**src/rtl/bridge_pwm.sv**
```systemverilog
`timescale 1ns/1ps
module bridge_pwm #(
  parameter int DBW = 7,
  parameter int NF  = 3
) (
  input  logic          clk,
  input  logic          rst_n,
  input  logic          wr_en,
  input  logic [2:0]    wr_addr,
  input  logic [7:0]    wr_data,
  input  logic [NF-1:0] fault_in,
  output logic [3:0]    pwm_out,
  output logic [3:0]    pwm_oe,
  output logic          period_flag
);
  localparam logic [DBW-1:0] DB_MAX = '1;

  logic [1:0] cfg, dlsb, ps, ac_st, bd_st;
  logic [3:0] mode;
  logic [7:0] per_sh, dhi_sh, per_act;
  logic       on, sd, ar;
  logic [NF-1:0] src;
  logic [DBW-1:0] db, dbc;
  logic [3:0] pc, lim;
  logic [9:0] fine, duty_act;
  logic       tick, wrap_tick, raw, raw_d, edge_s, dead_ok, en, fault_hit;
  logic [DBW-1:0] held;
  logic [3:0] act, use_m, sdl, sdz, lvl;

  assign lim       = (ps == 2'd0) ? 4'd0 : (ps == 2'd1) ? 4'd3 : 4'd15;
  assign tick      = on && (pc == lim);
  assign wrap_tick = tick && (fine == {per_act, 2'b11});
  assign period_flag = wrap_tick;
  assign fault_hit = |(fault_in & src);
  assign en        = (mode[3:2] == 2'b11);

  assign raw     = on && (fine < duty_act);
  assign edge_s  = raw ^ raw_d;
  assign held    = edge_s ? '0 : dbc;
  assign dead_ok = (held >= db);

  always_ff @(posedge clk) begin
    if (!rst_n) begin
      cfg <= '0; dlsb <= '0; mode <= '0; per_sh <= '0; dhi_sh <= '0;
      on <= 1'b0; ps <= '0; src <= '0; ac_st <= '0; bd_st <= '0;
      ar <= 1'b0; db <= '0; sd <= 1'b0;
      pc <= '0; fine <= '0; per_act <= '0; duty_act <= '0;
      raw_d <= 1'b0; dbc <= '0;
    end else begin
      if (wr_en) begin
        case (wr_addr)
          3'd0: begin cfg <= wr_data[1:0]; dlsb <= wr_data[3:2]; mode <= wr_data[7:4]; end
          3'd1: per_sh <= wr_data;
          3'd2: dhi_sh <= wr_data;
          3'd3: begin on <= wr_data[0]; ps <= wr_data[2:1]; end
          3'd4: begin bd_st <= wr_data[1:0]; ac_st <= wr_data[3:2]; src <= wr_data[4 +: NF]; end
          3'd5: begin db <= wr_data[DBW-1:0]; ar <= wr_data[7]; end
          default: ;
        endcase
      end

      if (fault_hit)                         sd <= 1'b1;
      else if (wr_en && wr_addr == 3'd4)     sd <= wr_data[7];
      else if (ar && wrap_tick)              sd <= 1'b0;

      pc <= (!on || tick) ? 4'd0 : pc + 4'd1;
      if (!on)       fine <= '0;
      else if (tick) fine <= wrap_tick ? 10'd0 : fine + 10'd1;

      if (!on || wrap_tick) begin
        per_act  <= per_sh;
        duty_act <= {dhi_sh, dlsb};
      end

      raw_d <= raw;
      dbc   <= edge_s ? DBW'(1) : ((dbc == DB_MAX) ? dbc : dbc + DBW'(1));
    end
  end

  always_comb begin
    act   = 4'b0000;
    use_m = 4'b0000;
    case (cfg)
      2'b00: begin act[0] = raw; use_m = 4'b0001; end
      2'b01: begin act[0] = 1'b1; act[3] = raw; use_m = 4'b1111; end
      2'b10: begin act[0] = raw & dead_ok; act[1] = ~raw & dead_ok; use_m = 4'b0011; end
      default: begin act[2] = 1'b1; act[1] = raw; use_m = 4'b1111; end
    endcase
  end

  assign lvl = act ^ {mode[1], mode[0], mode[1], mode[0]};
  assign sdl = {bd_st[0], ac_st[0], bd_st[0], ac_st[0]};
  assign sdz = {bd_st[1], ac_st[1], bd_st[1], ac_st[1]};

  assign pwm_oe  = !en ? 4'b0000 : (sd ? (use_m & ~sdz) : use_m);
  assign pwm_out = !en ? 4'b0000 : (sd ? (sdl & use_m & ~sdz) : (lvl & use_m));

  a_r3_timer_holds: assert property (@(posedge clk) disable iff (!rst_n)
    on && !tick |=> $stable(fine));
  a_r5_duty_buffered: assert property (@(posedge clk) disable iff (!rst_n)
    on && !wrap_tick |=> $stable(duty_act));
  a_r7_no_overlap: assert property (@(posedge clk) disable iff (!rst_n)
    cfg == 2'b10 |-> !(act[0] && act[1]));
  a_r9_fault_enters: assert property (@(posedge clk) disable iff (!rst_n)
    fault_hit |=> sd);
  a_r12_exit_cause: assert property (@(posedge clk) disable iff (!rst_n)
    $fell(sd) |-> $past(wrap_tick && ar) || $past(wr_en && wr_addr == 3'd4));
endmodule

```
**config.mk**
```make
export PLATFORM = sky130hd
export DESIGN_NAME = bridge_pwm
export DESIGN_NICKNAME = d
export VERILOG_FILES = /design/src/rtl/bridge_pwm.sv
export SDC_FILE = /design/constraint.sdc
export NUM_CORES = 1
export LEC_CHECK = 0
export ABC_AREA = 0
export ABC_CLOCK_PERIOD_IN_PS = 3600
export BUFFER_PORTS_ARGS = -buffer_cell sky130_fd_sc_hd__buf_2
export CAP_MARGIN = 40
export CORE_ASPECT_RATIO = 0.5
export CORE_UTILIZATION = 45
export DETAILED_ROUTE_END_ITERATION = 16
export GPL_TIMING_DRIVEN = 0
export PLACE_DENSITY = 0.69
export SLEW_MARGIN = 20
export SYNTH_ARGS = -nofsm -noshare
export SYNTH_HDL_FRONTEND = slang
export SYNTH_SLANG_ARGS = --single-unit
```
**constraint.sdc**
```tcl
create_clock -name clk -period 3.6 [get_ports clk]
set_clock_uncertainty 0.05 [all_clocks]
set_input_delay 0.72 -clock clk [delete_from_list [all_inputs] [get_ports clk]]
set_output_delay 0.72 -clock clk [all_outputs]
set_load 0.05 [all_outputs]
```
==> flow_summary.json <==
{
  "outcome": "complete, but fails checks",
  "violations": "negative setup slack",
  "relSlewSlack_pct": 47.4,
  "post_route_cells_drive_above_1_share_pct": 21.7,
  "rsz_0062_raised_after_global_routing": "yes",
  "regToRegSetupSlack_ns": 1.31,
  "distinct_cells_synth": 52,
  "synth.ff_latch_count": 83,
  "netlist_area_um2": 4010,
  "postSynthNetCount": 515,
  "post_synth_edffs": 0,
  "detail_route.wirelength_mm": 9.52,
  "post_synth_main_area_contributors": "dfxtp_1 41%, nand2_1 8.1%, ha_1 5.9%",
  "diodes": 0,
  "die-height_um": 68.7,
  "clockRootBuffer": "clkbuf_16",
  "cts-htree-levels": 3,
  "final_setup_violating_endpoints": 2,
  "overflow": 0,
  "grt_antenna_before_repair": 0,
  "drt-pass1-iter-count": 4,
  "power_frac_seq_pct": 46.6,
  "place.gp.congestion": 0.832,
  "detail_route.vias_per_cell": 5.24,
  "syn_inst": 479,
  "wl_per_cell_um": 14.9,
  "post-synth-top-area-fraction_pct": 41.5,
  "regToRegEndpoint": "dbc[2]$_SDFFE_PP0P_",
  "netlist.top_cell.by_area": "dfxtp_1",
  "area.growth.synth_to_final_pct": 21.5,
  "cell_internal_pwr_mw": 1.57,
  "cellPowerDensity_nw_per_um2": 417,
  "p_sw_share_pct": 22.5,
  "tns_ns": -1.58,
  "final_net_count": 557,
  "holdBufCountCts": 0,
  "dp_hpwl_mm": 6.53,
  "drc": 0,
  "port_buffers": 25,
  "tritoncts": "yes",
  "timing.critical_path.to_type": "primary output",
  "via_count": 3344,
  "grt_start_max_net_pins": 14,
  "power.ir.vdd_worst_mv": 0.253,
  "coreArea_um2": 8320,
  "placement.cell_area_um2": 4330,
  "cts_made_buffers": 9,
  "hold_start": "db[6]$_SDFFE_PN0P_",
  "floorplan.initialDensity_pct": 48.2,
  "fillCellCount": 739,
  "yosys_warnings": 0,
  "clock_path_buffers": 2,
  "holdPathStages": 2,
  "period_needed_ns": 4.40,
  "insertion_delay_ns": 0.34,
  "worst-slew-pin-transition_ns": 0.784,
  "cellLeakagePower_nw": 1.80,
  "fin_area_um2": 4870,
  "ant_nets": 0,
  "maxCapViolations": 0,
  "die_x_um": 135,
  "ff2ff_path_depth": 9,
  "gr-usage-all-layers_pct": 22.5,
  "synthArstFlopShare_pct": 0,
  "postSynth.topFlopCell": "dfxtp_1",
  "worstSetupPathType": "reg -> out",
  "timing.fmax_ghz": 0.228,
  "pin_count": 26,
  "via_count_of_the_first_global_routing_pass": 3134,
  "whs_endpoint": "db[6]$_SDFFE_PN0P_",
  "floorplan.rows": 23,
  "clock_power_share_pct": 47.1,
  "power_frac_comb_pct": 6.3,
  "reg2reg_from": "fine[7]$_SDFFE_PN0P_",
  "grt_pass1_wl_mm": 15.6,
  "drt-initial-drc-count": 183,
  "post-route-period-util_pct": 122,
  "p_switching_uw": 456,
  "yosysSeqAreaShare_pct": 41.5,
  "worstPathRequired_ns": 2.83,
  "finalWorstSetupSlack_ns": -0.795,
  "worstSetupStartpointType": "flop",
  "worst_hold_path_type": "reg -> reg",
  "cts_num_sinks": 83,
  "cp.arrival_ns": 3.63,
  "slew_violations": 0,
  "syn-mean-instance-area_um2": 8.37,
  "crit_path_max_fanout": 8,
  "die_area_um2": 9310,
  "clkTransAtPathRegs_ns": 0.06,
  "final_hold_viol_count": 0
}
==> critical path, cell delays in order (launching register included) <==
cell and delay (ns):
dfxtp_4 0.36, ha_4 0.24, a211oi_2 0.19, nor2_2 0.07
nor4b_4 0.39, and2_1 0.20, buf_6 0.12, xnor2_4 0.15
and2_4 0.20, ha_4 0.19, a21o_1 0.17, a221oi_2 0.24
o21a_1 0.24, o21ai_2 0.09, o2111a_1 0.18, nor2_4 0.12
buf_8 0.15
==> kinds of logic (layout without fill, tap and decap cells) <==
family	count (synthesis)	in the layout	synth area share, %
buf+inv	44	91	4.87
compound gates	87	87	13.8
xor+xnor	24	24	5.62
mux	12	12	3.00
fa+ha+maj	19	19	5.93
flops	83	83	41.5
simple gates	210	210	25.3
==> per-layer routing <==
layer	vias to the layer above	GRT usage [%]	part of all wire [%]
li1	1731	-	-
met1	1536	29.0	50
met2	62	36.6	43
met3	15	6.43	5.2
met4	0	7.44	2.0
met5	-	0	0
==> synthesized netlist by cell type, types with 2 or more instances <==
master	count
nand2_1	86
nor3b_1	3
nor2_1	34
o211ai_1	3
a21oi_1	43
nor2b_1	2
o31ai_1	10
o21a_1	2
nand3_1	27
nor3_1	12
xor2_1	12
a211oi_1	4
buf_2	3
mux2i_1	12
nand4_1	3
a21o_1	2
xnor2_1	10
ha_1	19
clkbuf_1	12
buf_6	3
o21ai_0	11
or3_1	5
o21ai_2	3
nand3b_1	2
inv_1	23
dfxtp_1	83
nand3_2	2
and2_1	7
and3_1	8
nor4_2	2
or2_2	5
nor4_1	3
nand2b_1	4
==> area by class of cell <==
type | instances | area [µm²] | share of cell area (%)
Multi-Input combinational cell | 352 | 2340 | 48.2
Sequential cell | 83 | 1690 | 34.6
Clock buffer | 13 | 270 | 5.55
Timing Repair Buffer | 31 | 184 | 3.78
Tap cell | 112 | 140 | 2.88
Buffer | 20 | 109 | 2.24
Inverter | 24 | 90.1 | 1.85
Clock inverter | 3 | 45.0 | 0.925
==> how the worst max path moves through the flow <==
| stage | from | end | slack (ns) | cells after the start |
|---|---|---|---|---|
| after global routing | fine[7]$_SDFFE_PN0P_ | pwm_out[1] | -0.94 | 16 |
| after global placement | fine[4]$_SDFFE_PN0P_ | pwm_out[0] | -0.85 | 16 |
| after detailed placement | fine[4]$_SDFFE_PN0P_ | pwm_out[0] | -0.84 | 16 |
| after CTS | duty_act[9]$_SDFFE_PN0P_ | pwm_out[0] | -0.75 | 17 |
| final | fine[7]$_SDFFE_PN0P_ | pwm_out[0] | -0.80 | 16 |
| after floorplan | duty_act[7]$_SDFFE_PN0P_ | pwm_out[1] | -0.36 | 16 |
==> stage by stage <==
step	total power, mW	cells	hold slack, ns	util, %	worst slack (ns)
detailed placement	1.09	616	0.400	52.1	-0.837
CTS	2.04	637	0.408	58.4	-0.748
floorplan	1.04	479	0.386	-	-0.363
global route	2.10	638	0.429	58.6	-0.943
global placement	1.09	616	0.392	52.1	-0.851
finish	2.03	638	0.408	58.6	-0.795
==> cells in the final DEF, fill, tap and decap left out, types with 3 or more instances in the layout <==
master | Yosys | layout
nand2_1 | 86 | 86
dfxtp_1 | 83 | 71
a21oi_1 | 43 | 42
nor2_1 | 34 | 32
nand3_1 | 27 | 27
buf_2 | 3 | 27
inv_1 | 23 | 19
clkbuf_1 | 12 | 13
xor2_1 | 12 | 12
mux2i_1 | 12 | 12
ha_1 | 19 | 11
xnor2_1 | 10 | 10
nor3_1 | 12 | 10
o31ai_1 | 10 | 10
o21ai_0 | 11 | 9
clkbuf_16 | 0 | 9
ha_4 | 0 | 8
dfxtp_2 | 0 | 8
and3_1 | 8 | 7
buf_6 | 3 | 5
inv_2 | 1 | 5
or2_2 | 5 | 5
or3_1 | 5 | 5
buf_4 | 1 | 5
and2_1 | 7 | 4
nand2b_1 | 4 | 4
o21ai_2 | 3 | 4
dfxtp_4 | 0 | 4
nand4_1 | 3 | 3
and2_4 | 0 | 3
o211ai_1 | 3 | 3
nor4_1 | 3 | 3
clkbuf_8 | 0 | 3
==> registers in the layout, indices dropped and copies added (netlist names), 7 cells and up <==
register,count
dhi_sh,8
db,7
per_sh,8
duty_act,10
fine,10
per_act,8
dbc,7
==> power by group through the flow <==
stage	combinational [mW]	clock, mW	sequential, mW
5_1_grt	0.142	1.01	0.946
6_report	0.128	0.956	0.944
3_3_place_gp	0.120	0	0.967
4_1_cts	0.127	0.971	0.945
2_1_floorplan	0.0791	0	0.963
3_5_place_dp	0.121	0	0.967
==> repair_timing <==
item,4_1_cts,5_1_grt
pin swaps,19,5
setup endpoints to repair,2,2
resized for setup,39,5
setup buffers,6,0
Note: power is estimated with default switching activity, not from simulation.
